## src/rtl/spireg_pkg.sv

```systemverilog
package spireg_pkg;
  localparam int LEN_W  = 6;
  localparam int ADDR_W = 24;
  localparam logic [7:0] FILL_BYTE = 8'h00;

  typedef enum logic [2:0] {
    ST_IDLE,
    ST_SETUP,
    ST_HDR,
    ST_WAIT,
    ST_DATA,
    ST_HOLD,
    ST_GAP
  } ctl_state_t;
endpackage

```

## src/rtl/spireg_tick.sv

```systemverilog
module spireg_tick #(
  parameter int DIV_W = 8
) (
  input  logic             clk,
  input  logic             rst_n,
  input  logic             en,
  input  logic [DIV_W-1:0] div,
  output logic             tick
);
  logic [DIV_W-1:0] cnt;

  always_ff @(posedge clk or negedge rst_n) begin
    if (!rst_n)          cnt <= '0;
    else if (!en)        cnt <= '0;
    else if (cnt >= div) cnt <= '0;
    else                 cnt <= cnt + 1'b1;
  end

  assign tick = en && (cnt >= div);
endmodule

```

## src/rtl/spireg_shift.sv

```systemverilog
module spireg_shift (
  input  logic       clk,
  input  logic       rst_n,
  input  logic       tick,
  input  logic       start,
  input  logic [7:0] tx_byte,
  input  logic       miso,
  output logic       busy,
  output logic       done,
  output logic [7:0] rx_byte,
  output logic       sclk,
  output logic       mosi
);
  logic [7:0] tx_sh;
  logic [2:0] bit_cnt;

  always_ff @(posedge clk or negedge rst_n) begin
    if (!rst_n) begin
      busy    <= 1'b0;
      done    <= 1'b0;
      rx_byte <= '0;
      sclk    <= 1'b0;
      tx_sh   <= '0;
      bit_cnt <= '0;
    end else begin
      done <= 1'b0;
      if (start && !busy) begin
        busy    <= 1'b1;
        tx_sh   <= tx_byte;
        bit_cnt <= '0;
        sclk    <= 1'b0;
      end else if (busy && tick) begin
        if (!sclk) begin
          sclk    <= 1'b1;
          rx_byte <= {rx_byte[6:0], miso};
        end else begin
          sclk <= 1'b0;
          if (bit_cnt == 3'd7) begin
            busy <= 1'b0;
            done <= 1'b1;
          end else begin
            bit_cnt <= bit_cnt + 1'b1;
            tx_sh   <= {tx_sh[6:0], 1'b0};
          end
        end
      end
    end
  end

  assign mosi = tx_sh[7];
endmodule

```

## src/rtl/spireg_ctrl.sv

```systemverilog
module spireg_ctrl
  import spireg_pkg::*;
#(
  parameter int WAIT_W = 8
) (
  input  logic              clk,
  input  logic              rst_n,
  input  logic              tick,
  input  logic              cmd_valid,
  input  logic              cmd_read,
  input  logic [ADDR_W-1:0] cmd_addr,
  input  logic [LEN_W-1:0]  cmd_len_m1,
  input  logic [WAIT_W-1:0] cfg_wait_max,
  output logic              cmd_ready,
  input  logic              wr_valid,
  input  logic [7:0]        wr_data,
  output logic              wr_ready,
  input  logic              rd_ready,
  output logic              rd_valid,
  output logic [7:0]        rd_data,
  output logic              done,
  output logic              err,
  output logic              cs_n,
  output logic              active,
  input  logic              sh_busy,
  input  logic              sh_done,
  input  logic [7:0]        sh_rx,
  output logic              sh_start,
  output logic [7:0]        sh_tx
);
  ctl_state_t         st;
  logic               is_rd;
  logic [ADDR_W-1:0]  addr_q;
  logic [LEN_W-1:0]   len_q;
  logic [1:0]         hdr_idx;
  logic [WAIT_W-1:0]  wait_cnt;
  logic [LEN_W-1:0]   data_cnt;
  logic               gap_cnt;
  logic               err_pend;
  logic [7:0]         hdr_byte;
  logic               slot_free;
  logic [WAIT_W:0]    wait_next;
  logic               wait_expired;

  always_comb begin
    case (hdr_idx)
      2'd0:    hdr_byte = {is_rd, 1'b0, len_q};
      2'd1:    hdr_byte = addr_q[23:16];
      2'd2:    hdr_byte = addr_q[15:8];
      default: hdr_byte = addr_q[7:0];
    endcase
  end

  assign slot_free    = !sh_busy && !sh_done;
  assign wait_next    = {1'b0, wait_cnt} + (WAIT_W+1)'(1);
  assign wait_expired = wait_next >= {1'b0, cfg_wait_max};

  assign cmd_ready = (st == ST_IDLE);
  assign active    = (st != ST_IDLE);
  assign wr_ready  = (st == ST_DATA) && !is_rd && slot_free;

  always_comb begin
    sh_start = 1'b0;
    sh_tx    = FILL_BYTE;
    case (st)
      ST_HDR: begin
        sh_start = slot_free;
        sh_tx    = hdr_byte;
      end
      ST_WAIT: sh_start = slot_free;
      ST_DATA: begin
        if (is_rd) begin
          sh_start = slot_free && !rd_valid;
        end else begin
          sh_start = slot_free && wr_valid;
          sh_tx    = wr_data;
        end
      end
      default: sh_start = 1'b0;
    endcase
  end

  always_ff @(posedge clk or negedge rst_n) begin
    if (!rst_n) begin
      st       <= ST_IDLE;
      is_rd    <= 1'b0;
      addr_q   <= '0;
      len_q    <= '0;
      hdr_idx  <= '0;
      wait_cnt <= '0;
      data_cnt <= '0;
      gap_cnt  <= 1'b0;
      err_pend <= 1'b0;
      cs_n     <= 1'b1;
      done     <= 1'b0;
      err      <= 1'b0;
      rd_valid <= 1'b0;
      rd_data  <= '0;
    end else begin
      done <= 1'b0;
      if (rd_valid && rd_ready) rd_valid <= 1'b0;
      case (st)
        ST_IDLE: if (cmd_valid) begin
          is_rd    <= cmd_read;
          addr_q   <= cmd_addr;
          len_q    <= cmd_len_m1;
          hdr_idx  <= '0;
          wait_cnt <= '0;
          data_cnt <= '0;
          err_pend <= 1'b0;
          cs_n     <= 1'b0;
          st       <= ST_SETUP;
        end
        ST_SETUP: if (tick) st <= ST_HDR;
        ST_HDR: if (sh_done) begin
          if (hdr_idx == 2'd3) begin
            if (sh_rx[0])                st <= ST_DATA;
            else if (cfg_wait_max == '0) begin
              err_pend <= 1'b1;
              st       <= ST_HOLD;
            end else                     st <= ST_WAIT;
          end else begin
            hdr_idx <= hdr_idx + 1'b1;
          end
        end
        ST_WAIT: if (sh_done) begin
          if (sh_rx[0])          st <= ST_DATA;
          else if (wait_expired) begin
            err_pend <= 1'b1;
            st       <= ST_HOLD;
          end else               wait_cnt <= wait_cnt + 1'b1;
        end
        ST_DATA: if (sh_done) begin
          if (is_rd) begin
            rd_data  <= sh_rx;
            rd_valid <= 1'b1;
          end
          if (data_cnt == len_q) st <= ST_HOLD;
          else                   data_cnt <= data_cnt + 1'b1;
        end
        ST_HOLD: if (tick) begin
          cs_n    <= 1'b1;
          gap_cnt <= 1'b0;
          st      <= ST_GAP;
        end
        ST_GAP: if (tick) begin
          if (gap_cnt) begin
            done <= 1'b1;
            err  <= err_pend;
            st   <= ST_IDLE;
          end else begin
            gap_cnt <= 1'b1;
          end
        end
        default: st <= ST_IDLE;
      endcase
    end
  end
endmodule

```

## src/rtl/spireg_master.sv

```systemverilog
module spireg_master
  import spireg_pkg::*;
#(
  parameter int DIV_W  = 8,
  parameter int WAIT_W = 8
) (
  input  logic              clk,
  input  logic              rst_n,
  input  logic [DIV_W-1:0]  cfg_div,
  input  logic [WAIT_W-1:0] cfg_wait_max,
  input  logic              cmd_valid,
  output logic              cmd_ready,
  input  logic              cmd_read,
  input  logic [23:0]       cmd_addr,
  input  logic [5:0]        cmd_len_m1,
  input  logic              wr_valid,
  output logic              wr_ready,
  input  logic [7:0]        wr_data,
  output logic              rd_valid,
  input  logic              rd_ready,
  output logic [7:0]        rd_data,
  output logic              done,
  output logic              err,
  output logic              spi_sclk,
  output logic              spi_mosi,
  input  logic              spi_miso,
  output logic              spi_cs_n
);
  logic       tick;
  logic       active;
  logic       sh_busy;
  logic       sh_done;
  logic       sh_start;
  logic [7:0] sh_tx;
  logic [7:0] sh_rx;

  spireg_tick #(.DIV_W(DIV_W)) u_tick (
    .clk   (clk),
    .rst_n (rst_n),
    .en    (active),
    .div   (cfg_div),
    .tick  (tick)
  );

  spireg_shift u_shift (
    .clk     (clk),
    .rst_n   (rst_n),
    .tick    (tick),
    .start   (sh_start),
    .tx_byte (sh_tx),
    .miso    (spi_miso),
    .busy    (sh_busy),
    .done    (sh_done),
    .rx_byte (sh_rx),
    .sclk    (spi_sclk),
    .mosi    (spi_mosi)
  );

  spireg_ctrl #(.WAIT_W(WAIT_W)) u_ctrl (
    .clk          (clk),
    .rst_n        (rst_n),
    .tick         (tick),
    .cmd_valid    (cmd_valid),
    .cmd_read     (cmd_read),
    .cmd_addr     (cmd_addr),
    .cmd_len_m1   (cmd_len_m1),
    .cfg_wait_max (cfg_wait_max),
    .cmd_ready    (cmd_ready),
    .wr_valid     (wr_valid),
    .wr_data      (wr_data),
    .wr_ready     (wr_ready),
    .rd_ready     (rd_ready),
    .rd_valid     (rd_valid),
    .rd_data      (rd_data),
    .done         (done),
    .err          (err),
    .cs_n         (spi_cs_n),
    .active       (active),
    .sh_busy      (sh_busy),
    .sh_done      (sh_done),
    .sh_rx        (sh_rx),
    .sh_start     (sh_start),
    .sh_tx        (sh_tx)
  );
endmodule

```

## config.mk

```make
export PLATFORM = sky130hd
export DESIGN_NAME = spireg_master
export DESIGN_NICKNAME = d
export VERILOG_FILES = /design/src/rtl/spireg_pkg.sv /design/src/rtl/spireg_tick.sv /design/src/rtl/spireg_shift.sv /design/src/rtl/spireg_ctrl.sv /design/src/rtl/spireg_master.sv
export SDC_FILE = /design/constraint.sdc
export NUM_CORES = 1
export LEC_CHECK = 0
export ABC_AREA = 1
export CAP_MARGIN = 20
export CORE_MARGIN = 4
export CORE_UTILIZATION = 25
export CTS_CLUSTER_SIZE = 24
export DETAILED_ROUTE_END_ITERATION = 6
export DONT_BUFFER_PORTS = 1
export MAX_ROUTING_LAYER = met4
export PLACE_DENSITY = 0.49
export REMOVE_ABC_BUFFERS = 1
export SLEW_MARGIN = 20
export SYNTH_ARGS = -nofsm -noshare
export SYNTH_HDL_FRONTEND = slang
export SYNTH_HIERARCHICAL = 1
export SYNTH_SLANG_ARGS = --single-unit
```

## constraint.sdc

```tcl
create_clock -name clk -period 3.2 [get_ports clk]
set_input_delay 0.64 -clock clk [delete_from_list [all_inputs] [get_ports clk]]
set_output_delay 0.64 -clock clk [all_outputs]
set_load 0.005 [all_outputs]
```

Yosys cells after proc, flatten, opt, wreduce, memory -nomap -nowiden
Cells that the tools add are included.
W data, S select, Z words.

word-level totals
  latch bits = 0
  memory bits (writable) = 0
  memories = 0
  output and inout bits = 16
  bits of input ports = 61
  flip-flop bits (word level) = 94
  logic and storage cells = 175
  memory bits (read-only) = 0

operators by class
  $add $sub $neg = 6
  divide/modulo/power cells = 0
  shift-type cells = 0
  reduce and logical (&&, ||, !) cells = 40
  eq/ne operators = 30
  bitwise logic cells = 2
  multiplexer cells = 74
  multipliers = 0
  order comparisons = 2

operators with widths
  cell                   number
  $mux W8                11
  $mux W3                18
  $pmux W8 S2            2
  $mux W1                29
  $ne A2 B2 Y1 const B   13
  $pmux W8 S3            1
  $pmux W3 S7            1
  $reduce_and A3 Y1      7
  $mux W6                3
  $add A8 B1 Y8 const B  2
  $reduce_bool A2 Y1     8
  $eq A3 B3 Y1 const B   4
  $pmux W6 S2            1
  $reduce_and A11 Y1     1
  $ne A2 B1 Y1 const B   5
  $add A8 B1 Y9 const B  1
  $ge A9 B8 Y1           1
  $logic_and A1 B1 Y1    9
  $reduce_and A9 Y1      1
  $ge A8 B8 Y1           1
  $logic_not A8 Y1       1
  $reduce_and A4 Y1      2
  $add A6 B1 Y6 const B  1
  $eq A3 B2 Y1 const B   2
  19 further kinds       29

Depth between registers and ports, before layout
Gate-level depths: netlist of run 1.

  depth after elaboration = 8
  depth in mapped cells = 20
  gate-level depth less buffers = 20

Hierarchy
Netlist of run 1, hierarchy kept.

by module, submodules not included
  module        seq. area each (µm²)  area each (µm²)  instances  cells each
  spireg_ctrl   1602.8                3684.8           1          482
  spireg_shift  550.5                 1033.5           1          125
  spireg_tick   200.2                 634.4            1          85

Worst setup path after synthesis of run 1
OpenSTA, ideal clock, no wires.

  kind = input port to flip-flop
  start point = input cfg_div[7]
  end point = register u_ctrl.st[2]
  slack = 0.924 ns
  buffers on the path = 0
  data required time = 3.083 ns
  data arrival time = 2.159 ns
  cell stages on the path = 15
  path through = inv_1 -> ha_1 -> nand2_1 -> nor2_2 -> nand4_1 -> nand3_2 -> nand2_1 -> inv_1 -> o21ai_0 -> nor2_1 -> nand3b_1 -> a21oi_2 -> nand2_1 -> nand2_1 -> nand2_1

between the ends
  cells in the longest elaborated chain, start to end = 4
  elaborated cells between the ends (all ways) = 6

ends and longest elaborated chain
  what                              line                 RTL
  start, declared                   spireg_master.sv:9   input logic [DIV_W-1:0] cfg_div,
  $ge A8 B8 Y1 (*)                  spireg_tick.sv:19    assign tick = en && (cnt >= div);
  $logic_and A1 B1 Y1 (*)           spireg_tick.sv:19
  via tick                          spireg_master.sv:29  logic tick;
  $ne A2 B2 Y1 (no line)            --
  $reduce_and A11 Y1 (no line) (*)  --
  end signal, assigned              spireg_ctrl.sv:85    st <= ST_IDLE;
  end signal, assigned              spireg_ctrl.sv:112   st <= ST_SETUP;
  end signal, assigned              spireg_ctrl.sv:114   ST_SETUP: if (tick) st <= ST_HDR;
  end, declared                     spireg_ctrl.sv:31    ctl_state_t st;

The timed path passes the listed nets; every way through them passes the cells marked *.
A chain may end at the register's enable or synchronous reset.

Worst setup path after layout of run 1
  start point = register u_ctrl.wait_cnt[0]
  end point = register u_ctrl.wait_cnt[7]

between the ends
  cells in the longest elaborated chain, start to end = 5
  elaborated cells between the ends (all ways) = 9

ends and longest elaborated chain
  what                                                   line                RTL
  start, declared                                        spireg_ctrl.sv:36   logic [WAIT_W-1:0] wait_cnt;
  start signal, assigned                                 spireg_ctrl.sv:131  end else wait_cnt <= wait_cnt + 1'b1;
  branches (longest 5 deep; another with $add A8 B1 Y9)  --

Several ways; the timed one is not identified. The select of a mux whose other input is x is not followed.

==> results.cfg, run 1 <==
[worst_setup_path]
timing.critical_path.buf_inv = 2
cp_max_fo = 9
crit_path_cell_trace = ha_1 -> nand2_1 -> inv_1 -> nand2_1 -> nor2_1 -> xor2_1 -> inv_1 -> ha_1 -> a21oi_1 -> nand2_1 -> nand2_1 -> nand2_4 -> nand2_8 -> nand2_4 -> nand2_1 -> nand2_1
slowest_delay_ps = 410
cp-start-kind = flip-flop
critPathRequiredTime_ps = 3440
critPathKind = flip-flop to flip-flop
critPathArrivalTime_ps = 2670
endpoint_kind = flip-flop
cp_slowest_cell = dfrtp_1
cpMostUsedCell = nand2_1
path_delay_family = simple AND/OR/NAND/NOR gates

[floorplanning]
start_util = 0.255
die_w_microns = 154
coreArea_sq_um = 21000
num_rows = 53
dieArea_sq_um = 23800
dieHeight_microns = 154
io_pins = 77

[global_route]
grt_max_degree = 94
grt_overflow = 0
antenna_found_initial = 0
grt_pass1_vias = 4205
grt_use_total = 0.115
grt_pass1_wl_microns = 21600

[detailed_routing]
post_drt_wl_per_cell_microns = 13.3
drt_wl_total_microns = 12900
vias = 4262
remaining_drc_errors = 0
avgViaCountPerCell = 4.40
drt_first_pass_iters = 4
drt_iter0_drc = 259
ant_nets = 0

[cts]
cts_tree = done
clk_path_buf_depth = 2
cts.sinks = 94
cts-resized-gates = 0
root_buffer = clkbuf_16
clk_pin_slew_ps = 70
cts_buffers = 9
clk_latency_ps = 360
holdBufCountCts = 1
cts_setup_buffers = 0
htree_levels = 3

[synth]
synth-seq-cells = 94
synth_warnings = 6
synth-async-reset-ratio = 1.00
yosysSeqAreaShare = 0.440
synth-adder-area-share = 0.0584
yosysUniqueCellTypes = 42
syn_avg_cell_area_sq_um = 7.74
synth_compound_area_frac = 0.0374
netlist_area_sq_um = 5350
synthSimpleGateAreaFrac = 0.363
synth_top_family_by_area = simple AND/OR/NAND/NOR gates
synth_mux_area_frac = 0.0147
ys.flop_type = dfrtp_1
syn_inst = 692
synth_xor_area_frac = 0.0147
synth_edf_count = 0

[hold_path]
worst_hold_path_type = primary input to asynchronous set/reset pin

[timing]
min_period_ps = 2420
relSlewSlack = 0.619
tightest_slew_ps = 566
tns_ps = 0
max_freq_mhz = 413
post-route-period-util = 0.757
hold_viol_final = 0
setup_viol = 0
rsz0062_at_grt = false
layout_setup_ws_ps = 777
clock_skew_ps = 14.4
slew_violations = 0

[cells_and_area]
finalNetCount = 774
area_growth_pct = 10.6
final_cells = 968
drive_above_1_share = 0.0938
fill_cells = 2292
diodes = 0

[pwr]
power_density_nw_per_um2 = 691
peakVddDrop_v = 0.000337
p_leak_nw = 3.14

[place]
dpl_worst_slack_ps = 661
dp_hpwl_microns = 9310
dp.cells = 951
finalWeightedCongestion = 0.829
numPortBuffers = 0

[status]
status = completed

[flow_run]
maxCapViolCount = 0
## kinds of logic (layout without fill, tap and decap cells)
| kind of cell | after synthesis | after routing |
|---|---|---|
| simple gates | 435 | 435 |
| mux | 7 | 7 |
| xor+xnor | 9 | 9 |
| buf+inv | 88 | 89 |
| flops | 94 | 94 |
| compound gates | 34 | 34 |
| fa+ha+maj | 25 | 25 |
## worst paths after layout
path                                       to  cells past startpoint                from  slack, ps
setup reg to reg           u_ctrl/wait_cnt[7]                     16  u_ctrl/wait_cnt[0]        780
min in group clk              u_ctrl/rd_valid                      1            rd_ready        380
hold reg to reg             u_ctrl/addr_q[17]                      2   u_ctrl/addr_q[17]        470
hold / removal                    u_ctrl/cs_n                      0               rst_n        130
max in group asynchronous          u_ctrl/err                      1               rst_n       2570
setup / recovery           u_ctrl/wait_cnt[7]                     16  u_ctrl/wait_cnt[0]        780
## cells in the final DEF (no fill, tap or decap), types with 6 or more instances in the layout
| master | instances |
|---|---|
| nand2_2 | 7 |
| mux2_2 | 7 |
| o21ai_0 | 12 |
| nor2_1 | 36 |
| inv_2 | 6 |
| nand4_1 | 6 |
| clkbuf_16 | 9 |
| dfrtp_1 | 93 |
| a21oi_1 | 11 |
| xor2_1 | 8 |
| nand3_1 | 91 |
| inv_1 | 59 |
| ha_1 | 25 |
| nand2_1 | 262 |
| nor3_1 | 7 |
## sequential cells by signal, indices dropped and copies added (netlist names)
signal           cells
u_ctrl/addr_q       24
u_shift/sclk         1
u_ctrl/done          1
u_ctrl/is_rd         1
u_shift/done         1
u_ctrl/cs_n          1
u_shift/busy         1
u_ctrl/rd_data       8
u_ctrl/err           1
u_shift/rx_byte      8
u_tick/cnt           8
u_ctrl/rd_valid      1
u_ctrl/wait_cnt      8
u_ctrl/len_q         6
u_ctrl/gap_cnt       1
u_ctrl/hdr_idx       2
u_ctrl/data_cnt      6
u_ctrl/err_pend      1
u_shift/bit_cnt      3
u_ctrl/st            3
u_shift/tx_sh        8
## per-stage QoR
step | cell area, sq um | hold slack [ps] | utilization | power [mW]
2_1_floorplan | 5240 | 344 | - | 2.67
3_3_place_gp | 5600 | 353 | 0.266 | 3.04
3_5_place_dp | 5600 | 352 | 0.266 | 3.03
4_1_cts | 5920 | 111 | 0.282 | 4.16
5_1_grt | 5920 | 107 | 0.282 | 4.44
6_report | 5920 | 131 | 0.282 | 4.09
## metal layers
| layer | wire (microns) | share of wire | global-route usage | up-vias |
|---|---|---|---|---|
| met4 | 108 | 0.0084 | 0.0265 | 0 |
| met3 | 484 | 0.037 | 0.0255 | 9 |
| li1 | - | - | - | 2192 |
| met1 | 6680 | 0.52 | 0.164 | 1972 |
| met5 | 0 | 0 | - | - |
| met2 | 5650 | 0.44 | 0.168 | 89 |
## synthesized netlist by cell type (6+ instances only)
master | instances | area share
nand4_1 | 6 | 0.0070
nor3_1 | 7 | 0.0065
nand3_1 | 91 | 0.085
nor2_1 | 36 | 0.025
inv_2 | 6 | 0.0042
inv_1 | 59 | 0.041
ha_1 | 25 | 0.058
o21ai_0 | 12 | 0.011
dfrtp_1 | 93 | 0.43
buf_2 | 8 | 0.0075
mux2_2 | 7 | 0.015
nand2_1 | 262 | 0.18
nand2_2 | 7 | 0.0082
xor2_1 | 8 | 0.013
a21oi_1 | 11 | 0.010
## area by class of cell
| type | instances | area, sq um | share of cell area |
|---|---|---|---|
| sequential | 94 | 2350 | 0.398 |
| multi-input combinational | 510 | 2620 | 0.442 |
| tap | 275 | 344 | 0.0581 |
| inverter | 70 | 273 | 0.0461 |
| clock inverter | 7 | 65.1 | 0.0110 |
| timing repair buffer | 3 | 42.5 | 0.00719 |
| clock buffer | 9 | 225 | 0.0380 |
## report_power, final
| part | switching, mW | internal (mW) |
|---|---|---|
| sequential | 0.238 | 1.46 |
| clock | 0.516 | 0.547 |
| combinational | 0.912 | 0.419 |
| total | 1.67 | 2.42 |
No activity file was read; power rests on OpenSTA's default activity.
==> run 2: changes to the inputs <==
- ABC_AREA: 1 -> 0
- PLACE_DENSITY: 0.49 -> 0.51
- clock period: 3.2 -> 2.2 ns (I/O delays scaled with it)
==> results.cfg, run 2 <==
[status]
status = complete, but fails checks
violations = hold timing, setup timing

[worst_setup_path]
critPathRequiredTime_ps = 2430
reg2reg_slack_ps = -510
endpoint_kind = flip-flop
critPathKind = flip-flop to flip-flop
cp_max_fo = 3
crit_end = u_ctrl/st[2]
critPathArrivalTime_ps = 2940
timing.rr.start = u_ctrl/wait_cnt[1]
worstReg2RegEnd = u_ctrl/st[2]
reg2reg_depth = 11
cp-start-kind = flip-flop
critPathLaunch = u_ctrl/wait_cnt[1]

[place]
numPortBuffers = 0
dpl_worst_slack_ps = -632
dp_hpwl_microns = 9090
finalWeightedCongestion = 0.867

[timing]
setup_viol = 35
hold_viol_final = 94
min_period_ps = 2710
slew_violations = 0
clock_skew_ps = 6.35
fin_hold_ws_ps = -211
post-route-period-util = 1.23
tightest_slew_ps = 648
layout_setup_ws_ps = -509
max_freq_mhz = 369
rsz0062_at_grt = true
relSlewSlack = 0.564

[synth]
syn_inst = 457
netlist_area_sq_um = 4990
yosys.area.top_type = dfrtp_1
synth_warnings = 6
yosysUniqueCellTypes = 58
yosysSeqAreaShare = 0.472
syn_avg_cell_area_sq_um = 10.9
synth-seq-cells = 94
yosys.area.top_type_share = 0.467
ys.flop_type = dfrtp_1
synth-async-reset-ratio = 1.00
synth_edf_count = 0
yosys-top-cells-count = dfrtp_1, mux2_2, nand2_1
yosysMostFrequentCell = dfrtp_1
ys_top_cells_by_area = dfrtp_1, mux2_2, ha_1

[detailed_routing]
avgViaCountPerCell = 4.61
drt_wl_total_microns = 12400
vias = 3645
ant_nets = 0
remaining_drc_errors = 0
drt_first_pass_iters = 4
drt_iter0_drc = 200
top_layer_used = met4
wl_met3_microns = 725
wl_met1_microns = 5310
wl_met2_microns = 6230
post_drt_wl_per_cell_microns = 15.7

[floorplanning]
dieHeight_microns = 149
die_w_microns = 149
dieArea_sq_um = 22300
start_util = 0.255
coreArea_sq_um = 19500
num_rows = 51
io_pins = 77

[global_route]
antenna_found_initial = 0
grt_use_total = 0.117
grt_max_degree = 95
grt_pass1_vias = 3949
grt_overflow = 0
grt_pass1_wl_microns = 20100

[cells_and_area]
top_register = u_ctrl/addr_q
finalNetCount = 607
diodes = 0
drive_above_1_share = 0.346
postLayoutCoreUtil = 0.324
largest_reg_flops = 24
final_cell_mix = dfrtp_1, buf_4, mux2_2, nand2_1
area_growth_pct = 26.9
regArea_sq_um = 2350
fill_cells = 2006
final_common_cell = dfrtp_1
multiInputGateArea_sq_um = 2670

[pwr]
internal_power_mw = 3.41
power_density_nw_per_um2 = 734
clock_power_share = 0.348
switching_share = 0.266
p_total_mw = 4.65
peakVddDrop_v = 0.000305
seqPwrFrac = 0.434
comb_power_share = 0.218
p_switching_mw = 1.23
p_leak_nw = 2.99

[cts]
cts_buffers = 9
clk_pin_slew_ps = 70
htree_levels = 3
root_buffer = clkbuf_16
cts.sinks = 94
clk_path_buf_depth = 2
cts_tree = done
clk_latency_ps = 340

[flow_run]
maxCapViolCount = 0

[hold_path]
worst_hold_path_type = primary input to asynchronous set/reset pin
==> run 2: power by group through the flow <==
| stage | sequential (mW) | combinational (mW) | clock [mW] |
|---|---|---|---|
| after floorplan | 2.03 | 0.528 | 0 |
| after global placement | 2.04 | 0.777 | 0 |
| after detailed placement | 2.05 | 0.802 | 0 |
| after CTS | 2.02 | 0.960 | 1.67 |
| after global routing | 2.04 | 1.13 | 1.77 |
| final | 2.02 | 1.01 | 1.62 |
==> run 2: cells by family (layout without fill, tap and decap cells) <==
| kind of cell | Yosys count | count (layout) | share of synthesized area |
|---|---|---|---|
| flip-flops | 94 | 94 | 0.472 |
| adder cells (fa/ha/maj) | 25 | 25 | 0.0627 |
| buffers and inverters | 40 | 109 | 0.0331 |
| AO/OA/AOI/OAI | 86 | 86 | 0.124 |
| AND/OR/NAND/NOR | 126 | 126 | 0.128 |
| multiplexers | 64 | 64 | 0.142 |
| XOR/XNOR | 22 | 22 | 0.0386 |
==> run 2: stage by stage <==
step / hold slack [ps] / setup TNS, ps / area, sq um / std cells
5_1_grt: -236 / -11020 / 6330 / 791
3_3_place_gp: 151 / -11370 / 5660 / 758
6_report: -211 / -7050 / 6330 / 791
2_1_floorplan: 144 / -33660 / 4910 / 441
4_1_cts: -221 / -5560 / 6200 / 784
3_5_place_dp: 151 / -13350 / 5660 / 758
==> run 2: worst min path at each step <==
stage | startpoint | endpoint | slack [ps]
floorplan | rst_n | u_ctrl/addr_q[0] | 140
global placement | rst_n | u_tick/cnt[2] | 150
finish | rst_n | u_ctrl/rd_data[3] | -210
detailed placement | rst_n | u_tick/cnt[2] | 150
CTS | rst_n | u_ctrl/addr_q[1] | -220
global route | rst_n | u_shift/tx_sh[2] | -240
==> run 2: metal layers <==
layer  GRT usage  up-vias
li1            -     1771
met1       0.137     1791
met2       0.196       70
met3      0.0346       13
met4      0.0334        0
met5           -        -
==> run 2: critical path: stages, from the launching register on <==
cell and delay, ps:
dfrtp_1 410, nand2_1 80, nor2_2 140, and3_4 210, xor2_2 70, ha_1 310, nand3_2 100, o22ai_2 200
a2111oi_4 60, and3b_4 200, or4_4 510, mux2_4 300
==> run 2: final cells by class <==
cell class,instances,share of cell area
Multi-Input combinational cell,323,0.421
Inverter,24,0.0146
Tap cell,265,0.0524
Sequential cell,94,0.372
Clock buffer,12,0.0405
Timing Repair Buffer,69,0.0911
Clock inverter,4,0.00869
==> run 2: timing repair <==
action,in CTS,in global routing
endpoints found under the hold margin,94,94
resized for setup,51,22
buffers inserted,10,8
setup endpoints to repair,37,38
pin swaps,14,7
==> run 3: changes to the inputs <==
- CORE_MARGIN: 4 -> 2
==> results.cfg, run 3 (same netlist as run 2, synthesis figures left out) <==
[cells_and_area]
area_growth_pct = 28.2
diodes = 0
final_cell_mix = dfrtp_1, buf_4, mux2_2, nand2_1, nor2_1
drive_above_1_share = 0.352
largest_reg_flops = 24
finalNetCount = 607
top_register = u_ctrl/addr_q
postLayoutCoreUtil = 0.328
final_common_cell = dfrtp_1
fill_cells = 2018
stdcell_area_sq_um = 6400
multiInputGateArea_sq_um = 2720
regArea_sq_um = 2350
final_cells = 790

[global_route]
grt_max_degree = 95
antenna_found_initial = 0
grt_use_total = 0.127
grt_overflow = 0
grt_pass1_vias = 4076
grt_pass1_wl_microns = 21100

[detailed_routing]
post_drt_wl_per_cell_microns = 16.1
vias = 3711
drt_wl_total_microns = 12700
wl_met3_microns = 573
wl_met2_microns = 6440
avgViaCountPerCell = 4.70
ant_nets = 0
wl_met1_microns = 5500
drt_first_pass_iters = 6
top_layer_used = met4
remaining_drc_errors = 0
drt_iter0_drc = 229

[timing]
min_period_ps = 2730
fin_hold_ws_ps = -210
max_freq_mhz = 366
hold_viol_final = 94
post-route-period-util = 1.24
clock_skew_ps = 6.06
setup_viol = 36
rsz0062_at_grt = true
tns_ps = -8580
layout_setup_ws_ps = -535
relSlewSlack = 0.590
slew_violations = 0
tightest_slew_ps = 599

[place]
dpl_worst_slack_ps = -617
finalWeightedCongestion = 0.838
dp_hpwl_microns = 8980
place_area_sq_um = 5630
dp.cells = 754
numPortBuffers = 0

[pwr]
internal_power_mw = 3.45
p_total_mw = 4.69
seqPwrFrac = 0.432
clock_power_share = 0.352
peakVddDrop_v = 0.000390
switching_share = 0.266
comb_power_share = 0.215
power_density_nw_per_um2 = 734
p_switching_mw = 1.25
p_leak_nw = 2.98

[status]
violations = hold timing, setup timing
status = complete, but fails checks

[worst_setup_path]
critPathRequiredTime_ps = 2430
slowest_delay_ps = 510
critPathKind = flip-flop to flip-flop
crit_path_cell_trace = ha_4 -> nand2_4 -> nor2_4 -> xor2_1 -> ha_1 -> nand3_2 -> a211o_1 -> and3b_4 -> or4_4 -> mux2_4
path_delay_family = simple AND/OR/NAND/NOR gates
timing.critical_path.buf_inv = 0
cp_max_fo = 3
cp-start-kind = flip-flop
reg2reg_slack_ps = -530
endpoint_kind = flip-flop
critPathArrivalTime_ps = 2960
cp_slowest_cell = or4_4

[hold_path]
worst_hold_path_type = primary input to asynchronous set/reset pin

[floorplanning]
dieHeight_microns = 145
die_w_microns = 145
coreArea_sq_um = 19500
io_pins = 77
start_util = 0.255
dieArea_sq_um = 21100
num_rows = 51

[cts]
cts_tree = done
clk_path_buf_depth = 2
clk_pin_slew_ps = 70
cts_buffers = 9
htree_levels = 3
clk_latency_ps = 340
root_buffer = clkbuf_16
cts.sinks = 94

[flow_run]
maxCapViolCount = 0
-- run 3: cell type report --
cell class / instances / area share
repair buffers: 69 / 0.0915
well taps: 265 / 0.0518
multi-input cells: 323 / 0.425
inverters: 24 / 0.0147
clock buffers: 10 / 0.0358
flip-flops and latches: 94 / 0.368
clock inverters: 5 / 0.0131
-- run 3: path summary, 6_finish.rpt --
path | start | end | depth (start not counted)
hold reg to reg | u_ctrl/err_pend | u_ctrl/err_pend | 2
setup reg to reg | u_ctrl/wait_cnt[1] | u_ctrl/st[2] | 10
setup / recovery | u_ctrl/wait_cnt[1] | u_ctrl/st[2] | 10
min in group clk | rd_ready | u_ctrl/rd_valid | 1
hold / removal | rst_n | u_tick/cnt[2] | 0
max in group asynchronous | rst_n | u_ctrl/cs_n | 0
-- run 3: power groups by stage --
stage | clock network, mW | registers [mW] | logic, mW
final | 1.65 | 2.03 | 1.01
after floorplan | 0 | 2.03 | 0.528
after global routing | 1.80 | 2.06 | 1.13
after CTS | 1.71 | 2.03 | 0.950
after global placement | 0 | 2.04 | 0.777
after detailed placement | 0 | 2.05 | 0.801
-- run 3: per-layer routing --
| metal | vias to the layer above | GRT usage |
|---|---|---|
| met5 | - | - |
| met3 | 16 | 0.0296 |
| met2 | 68 | 0.212 |
| met1 | 1854 | 0.153 |
| met4 | 0 | 0.0417 |
| li1 | 1773 | - |
-- run 3: repair_timing --
| item | 4_1_cts | 5_1_grt |
|---|---|---|
| gates resized for setup | 46 | 34 |
| pin swaps | 19 | 7 |
| endpoints found under the setup margin | 37 | 40 |
| hold endpoints to repair | 94 | 94 |
| cloned | 0 | 0 |
| setup buffers | 9 | 13 |
